### src/rtl/eeprom_wprot_pkg.sv
// Shared types for the EEPROM write-protect unit.
// Assumes: one pending protection command at a time.
package eeprom_wprot_pkg;
    typedef enum logic [1:0] {
        CMD_NONE,
        CMD_SET_P,
        CMD_SET_R,
        CMD_CLR_R
    } cmd_e;

    typedef enum logic [1:0] {
        PH_ADDR,
        PH_DATA,
        PH_DONE
    } phase_e;
endpackage

### src/rtl/wprot_hv_qual.sv
// Tracks whether the A0 high-voltage level has been present without a
// break since the last START.
// Assumes: hv_a0 is already synchronised and filtered by the front end.
module wprot_hv_qual (
    input  logic clk,
    input  logic rst_n,
    input  logic bus_start,
    input  logic hv_a0,
    output logic hv_qual
);
    logic hold_q;

    // Load the level at START, then drop it for good on any gap.
    always_ff @(posedge clk) begin
        if (!rst_n)         hold_q <= 1'b0;
        else if (bus_start) hold_q <= hv_a0;
        else                hold_q <= hold_q & hv_a0;
    end

    assign hv_qual = hold_q & hv_a0;
endmodule

### src/rtl/wprot_flags.sv
// Holds the permanent and reversible protection flags.
// Assumes: set_r and clr_r never pulse together.
module wprot_flags (
    input  logic clk,
    input  logic rst_n,
    input  logic set_p,
    input  logic set_r,
    input  logic clr_r,
    output logic pswp,
    output logic rswp
);
    logic pswp_q, rswp_q;

    // Permanent flag: set only, never cleared except by reset.
    always_ff @(posedge clk) begin
        if (!rst_n)     pswp_q <= 1'b0;
        else if (set_p) pswp_q <= 1'b1;
    end

    // Reversible flag: separate set and clear requests.
    always_ff @(posedge clk) begin
        if (!rst_n)     rswp_q <= 1'b0;
        else if (set_r) rswp_q <= 1'b1;
        else if (clr_r) rswp_q <= 1'b0;
    end

    assign pswp = pswp_q;
    assign rswp = rswp_q;

    p_perm_sticky_r9: assert property (@(posedge clk) disable iff (!rst_n)
        pswp_q |=> pswp_q);

    p_flags_hold_r12: assert property (@(posedge clk) disable iff (!rst_n)
        !(set_p || set_r || clr_r) |=> $stable({pswp_q, rswp_q}));
endmodule

### src/rtl/wprot_cmd_ctl.sv
// Decodes protection headers, produces the ACK/NACK decision per phase,
// and issues flag updates and a write-cycle start at STOP.
// Assumes: header layout prefix[7:4], A2[3], A1[2], A0[1], R/W[0];
// the front end pulses at most one of start/stop/hdr/byte per cycle.
module wprot_cmd_ctl
    import eeprom_wprot_pkg::*;
#(
    parameter logic [3:0] PROT_PREFIX = 4'b0110
) (
    input  logic       clk,
    input  logic       rst_n,
    input  logic       bus_start,
    input  logic       bus_stop,
    input  logic       hdr_vld,
    input  logic [7:0] hdr_byte,
    input  logic       byte_vld,
    input  logic       hv_qual,
    input  logic       wp_pin,
    input  logic       wc_busy,
    input  logic       pswp,
    input  logic       rswp,
    output logic       ack_vld,
    output logic       ack_ok,
    output logic       wc_start,
    output logic       set_p,
    output logic       set_r,
    output logic       clr_r
);
    cmd_e   cmd_q,   hdr_cmd;
    phase_e phase_q;
    logic   armed_q, ack_vld_q, ack_ok_q, wc_start_q;
    logic   hdr_ours, hdr_ack, rv_pat, commit;
    logic   h_a2, h_a1, h_a0, h_rw;

    assign hdr_ours = (hdr_byte[7:4] == PROT_PREFIX);
    assign h_a2     = hdr_byte[3];
    assign h_a1     = hdr_byte[2];
    assign h_a0     = hdr_byte[1];
    assign h_rw     = hdr_byte[0];
    assign rv_pat   = hv_qual && !h_a2 && h_a0;

    // Header decision: which command it is and whether it is accepted.
    always_comb begin
        hdr_ack = 1'b0;
        hdr_cmd = CMD_NONE;
        if (wc_busy) begin
            hdr_ack = 1'b0;
        end else if (h_rw) begin
            if (rv_pat)       hdr_ack = !rswp;
            else if (hv_qual) hdr_ack = 1'b0;
            else              hdr_ack = !pswp;
        end else if (rv_pat) begin
            if (!h_a1) begin
                hdr_ack = !pswp && !rswp;
                hdr_cmd = CMD_SET_R;
            end else begin
                hdr_ack = !pswp;
                hdr_cmd = CMD_CLR_R;
            end
        end else if (!hv_qual) begin
            hdr_ack = !pswp;
            hdr_cmd = CMD_SET_P;
        end
        if (!hdr_ack) hdr_cmd = CMD_NONE;
    end

    // Commit decision at STOP; a lost qualifier falls back to the permanent flag.
    assign commit = bus_stop && armed_q && !bus_start;
    assign set_r  = commit && (cmd_q == CMD_SET_R) && hv_qual;
    assign clr_r  = commit && (cmd_q == CMD_CLR_R) && hv_qual;
    assign set_p  = commit && ((cmd_q == CMD_SET_P) ||
                    (((cmd_q == CMD_SET_R) || (cmd_q == CMD_CLR_R)) && !hv_qual));

    // Phase sequencing and registered acknowledge decision.
    always_ff @(posedge clk) begin
        if (!rst_n) begin
            cmd_q      <= CMD_NONE;
            phase_q    <= PH_ADDR;
            armed_q    <= 1'b0;
            ack_vld_q  <= 1'b0;
            ack_ok_q   <= 1'b0;
            wc_start_q <= 1'b0;
        end else begin
            ack_vld_q  <= 1'b0;
            ack_ok_q   <= 1'b0;
            wc_start_q <= commit;
            if (bus_start || bus_stop) begin
                cmd_q   <= CMD_NONE;
                armed_q <= 1'b0;
            end else if (hdr_vld) begin
                cmd_q   <= hdr_ours ? hdr_cmd : CMD_NONE;
                phase_q <= PH_ADDR;
                armed_q <= 1'b0;
                if (hdr_ours) begin
                    ack_vld_q <= 1'b1;
                    ack_ok_q  <= hdr_ack;
                end
            end else if (byte_vld && cmd_q != CMD_NONE) begin
                ack_vld_q <= 1'b1;
                case (phase_q)
                    PH_ADDR: begin
                        ack_ok_q <= 1'b1;
                        phase_q  <= PH_DATA;
                    end
                    PH_DATA: begin
                        ack_ok_q <= !wp_pin;
                        armed_q  <= !wp_pin;
                        phase_q  <= PH_DONE;
                    end
                    default: ack_ok_q <= 1'b0;
                endcase
            end
        end
    end

    assign ack_vld  = ack_vld_q;
    assign ack_ok   = ack_ok_q;
    assign wc_start = wc_start_q;

    p_ack_follows_r2: assert property (@(posedge clk) disable iff (!rst_n)
        !(hdr_vld || byte_vld) |=> !ack_vld_q);

    p_wc_after_stop_r4: assert property (@(posedge clk) disable iff (!rst_n)
        !bus_stop |=> !wc_start_q);

    p_wp_data_nack_r6: assert property (@(posedge clk) disable iff (!rst_n)
        (byte_vld && !hdr_vld && !bus_start && !bus_stop && cmd_q != CMD_NONE
         && phase_q == PH_DATA && wp_pin) |=> (ack_vld_q && !ack_ok_q));

    p_locked_nack_r9: assert property (@(posedge clk) disable iff (!rst_n)
        (hdr_vld && hdr_ours && !h_rw && pswp && !bus_start && !bus_stop)
        |=> (ack_vld_q && !ack_ok_q));

    p_busy_nack_r11: assert property (@(posedge clk) disable iff (!rst_n)
        (hdr_vld && hdr_ours && wc_busy && !bus_start && !bus_stop)
        |=> (ack_vld_q && !ack_ok_q));
endmodule

### src/rtl/wprot_wr_gate.sv
// Judges whether a memory write address may be written.
// Assumes: the lower half is the range with address MSB 0.
module wprot_wr_gate #(
    parameter int ADDR_W = 8
) (
    input  logic [ADDR_W-1:0] mem_wr_addr,
    input  logic              wp_pin,
    input  logic              pswp,
    input  logic              rswp,
    output logic              mem_wr_ok
);
    localparam int HALF_BIT = ADDR_W - 1;

    logic in_low_half;

    // Hardware pin locks everything; either flag locks the lower half.
    always_comb begin
        in_low_half = !mem_wr_addr[HALF_BIT];
        mem_wr_ok   = !wp_pin && !((pswp || rswp) && in_low_half);
    end
endmodule

### src/rtl/eeprom_wprot_unit.sv
// Top of the EEPROM software write-protect unit: qualifier tracking,
// command control, flag storage and the memory write gate.
// Assumes: decoded, single-cycle bus event pulses from the front end.
module eeprom_wprot_unit #(
    parameter int         ADDR_W      = 8,
    parameter logic [3:0] PROT_PREFIX = 4'b0110
) (
    input  logic              clk,
    input  logic              rst_n,
    input  logic              bus_start,
    input  logic              bus_stop,
    input  logic              hdr_vld,
    input  logic [7:0]        hdr_byte,
    input  logic              byte_vld,
    input  logic              hv_a0,
    input  logic              wp_pin,
    input  logic              wc_busy,
    input  logic [ADDR_W-1:0] mem_wr_addr,
    output logic              ack_vld,
    output logic              ack_ok,
    output logic              wc_start,
    output logic              mem_wr_ok
);
    logic hv_qual, pswp, rswp, set_p, set_r, clr_r;

    wprot_hv_qual u_hv (
        .clk(clk), .rst_n(rst_n), .bus_start(bus_start),
        .hv_a0(hv_a0), .hv_qual(hv_qual)
    );

    wprot_cmd_ctl #(.PROT_PREFIX(PROT_PREFIX)) u_ctl (
        .clk(clk), .rst_n(rst_n), .bus_start(bus_start), .bus_stop(bus_stop),
        .hdr_vld(hdr_vld), .hdr_byte(hdr_byte), .byte_vld(byte_vld),
        .hv_qual(hv_qual), .wp_pin(wp_pin), .wc_busy(wc_busy),
        .pswp(pswp), .rswp(rswp), .ack_vld(ack_vld), .ack_ok(ack_ok),
        .wc_start(wc_start), .set_p(set_p), .set_r(set_r), .clr_r(clr_r)
    );

    wprot_flags u_flags (
        .clk(clk), .rst_n(rst_n), .set_p(set_p), .set_r(set_r),
        .clr_r(clr_r), .pswp(pswp), .rswp(rswp)
    );

    wprot_wr_gate #(.ADDR_W(ADDR_W)) u_gate (
        .mem_wr_addr(mem_wr_addr), .wp_pin(wp_pin), .pswp(pswp),
        .rswp(rswp), .mem_wr_ok(mem_wr_ok)
    );
endmodule

### config.mk
export PLATFORM = sky130hd
export DESIGN_NAME = eeprom_wprot_unit
export DESIGN_NICKNAME = d
export VERILOG_FILES = /design/src/rtl/eeprom_wprot_pkg.sv /design/src/rtl/wprot_hv_qual.sv /design/src/rtl/wprot_flags.sv /design/src/rtl/wprot_cmd_ctl.sv /design/src/rtl/wprot_wr_gate.sv /design/src/rtl/eeprom_wprot_unit.sv
export SDC_FILE = /design/constraint.sdc
export NUM_CORES = 1
export LEC_CHECK = 0
export CORE_AREA = 2 2 39 41
export CTS_CLUSTER_DIAMETER = 40
export DETAILED_ROUTE_END_ITERATION = 8
export DIE_AREA = 0 0 41 43
export DONT_BUFFER_PORTS = 1
export SLEW_MARGIN = 40
export SYNTH_ARGS = -nofsm -noshare
export SYNTH_HDL_FRONTEND = slang
export SYNTH_SLANG_ARGS = --single-unit
### constraint.sdc
create_clock -name clk -period 1.8 [get_ports clk]
set_input_delay 0.54 -clock clk [delete_from_list [all_inputs] [get_ports clk]]
set_output_delay 0.54 -clock clk [all_outputs]
set_load 0.05 [all_outputs]
==> flow_summary.toml <==
[critical_path]
path_cells = "nor2_1 -> nor2_1 -> nor2_1 -> buf_4"
worstPathRequired_ns = 1.26
cp_max_fo = 6
critPathLaunchType = "flip-flop"
max_stage_delay_ns = 0.35
crit_type = "reg2out"
cpMostUsedCell = "nor2_1"
arrival_ns = 1.06
slowest_stage = "dfxtp_1"
crit_path_end_kind = "output port"
worst-path-buf-inv = 1
cp_top_family = "flip-flops"

[yosys]
synth_common_cells = "nor2_1 (15), dfxtp_1 (11), a21oi_1 (5)"
synth_ff_type = "dfxtp_1"
synth_top_area_frac = 0.391
synth_edf_count = 0
synth_warnings = 0
synth_most_common_cell = "nor2_1"
yosys-top-cells-area = "dfxtp_1 (39%), nor2_1 (10%), a2111oi_4 (4.9%)"
async_flop_share = 0
synthDistinctLibCells = 28
yosysTopAreaCell = "dfxtp_1"
syn-cell-area_um2 = 563
synthesis.nets = 91
ys_seq_area_frac = 0.391
syn_inst = 66
syn_area_per_cell_um2 = 8.53
ys_ff_latch = 11

[power_and_ir_drop]
p_int_uw = 342
peakVddDrop_uv = 277
powerDensity_nw_per_um2 = 718
p_seq_frac = 0.562
finalPower_uw = 438
clkPwrFrac = 0.380
p_sw_uw = 96.0
switching_share = 0.219
p_comb_frac = 0.057
p_leak_uw = 0.000210

[detailed_routing]
first_pass_iters = 4
vias = 471
avgRoutedWirePerCell_um = 13.4
drc = 0
drt_iter0_drc = 9
wl_mm = 1.14
ant_nets = 0
post_drt_via_cell_ratio = 5.54

[global_route]
grt_usage = 0.163
antenna_found_initial = 0
grt_first_pass_wirelength_mm = 1.93
grt_overflow = 0
grt_pass1_vias = 447
use_met3 = 0.0681
busiest_layer = "met1"
use_met2 = 0.213
grt_max_degree = 11
grtUsageMet1 = 0.225

[finish]
diodes = 0
nets = 95
n_fill_cell = 149
drive_above_1_share = 0.159
seqCellArea_um2 = 220
final_area_um2 = 609
multiInputGateArea_um2 = 320
synthToLayoutAreaGrowth_pct = 8.22
finalNonFillerCells = 85

[clock_tree]
clkTransAtPathRegs_ns = 0.07
cts_tree = "built"
cts-resized-gates = 0
clk_latency_ns = 0.26
ctsRootBufferMaster = "clkbuf_4"
htree_levels = 1
cts_setup_buffers = 0
holdBufCountCts = 0
numCtsBuffers = 3
clock_path_buffers = 2
clock-sinks = 11

[timing]
finalCritPeriodShare = 0.889
hold_viol_final = 0
finalClockSkew_ns = 0.00137
final_max_slew_viol_count = 0
tightest_slew_ns = 0.476
setup_viol = 0
fmax_mhz = 625
rsz0062_at_grt = "no"
setup_tns_ns = 0
fin_hold_ws_ns = 0.343
final.min_clock_period_ns = 1.60
max-slew-margin-rel = 0.683

[die]
ioPinCount = 29
die_x_um = 41
dieArea_um2 = 1760
initial_core_util = 0.407
row_count = 14
coreArea_um2 = 1380
chipHeight_um = 43

[place]
port_buffers = 0
dpl.cell_count = 81
gp_congestion = 0.753
place_area_um2 = 583
dp_hpwl_um = 876

[hold_path]
hp-class = "in2reg"

[run]
cap_violations = 0

[outcome]
status = "completed"
area by class of cell:
class,instances,area share
Clock buffer,4,0.0431
Inverter,4,0.0246
Multi-Input combinational cell,49,0.526
Sequential cell,11,0.361
Tap cell,16,0.0329
Timing Repair Buffer,1,0.0123
cells by family after synthesis:
kind of cell           count (synthesis)  share of synthesized area
DFF                                   11                      0.391
and+or+nand+nor                       34                      0.360
buffers and inverters                  6                     0.0400
AOI/OAI and AO/OA                     15                      0.209
state kept, by name (all words and copies together), names as in the netlist:
register        cells
u_ctl.wc_start      1
u_ctl.phase_q       2
u_hv.hold_q         1
u_flags.rswp        1
u_ctl.ack_vld       1
u_ctl.cmd_q         2
u_flags.pswp        1
u_ctl.armed_q       1
u_ctl.ack_ok        1
placed cells by master (no fill, tap or decap), types with 2 or more instances in the layout:
master / n
inv_1: 4
nand2b_1: 2
a31oi_1: 2
clkbuf_4: 3
a21oi_1: 5
or3b_2: 2
a211oi_1: 2
nand3_1: 2
nor2_1: 15
dfxtp_1: 11
nand3b_1: 2
power groups by stage:
stage | Clock, uW | Sequential, uW | Combinational [uW]
floorplan | 0 | 252 | 24.0
global placement | 0 | 252 | 25.1
detailed placement | 0 | 252 | 25.1
CTS | 172 | 246 | 25.2
global route | 186 | 246 | 26.9
finish | 167 | 246 | 25.1
per-stage QoR:
stage | worst slack [ns] | util
floorplan | 0.0461 | -
global placement | 0.123 | 0.421
detailed placement | 0.126 | 0.421
CTS | 0.180 | 0.440
global route | 0.119 | 0.440
finish | 0.201 | 0.440
final timing paths:
kind                                                     from                             to  slack (ns)  cells past startpoint
worst max-delay path                u_flags.pswp$_SDFFE_PN0P_                      mem_wr_ok        0.20                      4
worst min-delay path                                  hdr_vld     u_ctl.armed_q$_SDFFE_PP0P_        0.34                      1
worst max register to register         u_hv.hold_q$_SDFF_PN0_    u_ctl.cmd_q[1]$_SDFFE_PP0P_        0.30                      4
worst min register to register  u_ctl.phase_q[1]$_SDFFE_PN0P_  u_ctl.phase_q[1]$_SDFFE_PN0P_        0.48                      2
layer usage:
layer  routed length [um]  share of wire
met5                    0              0
met4                   13          0.011
met3                  100          0.088
met2                  514           0.45
met1                  506           0.45
Note: power is estimated with default switching activity, not from simulation.
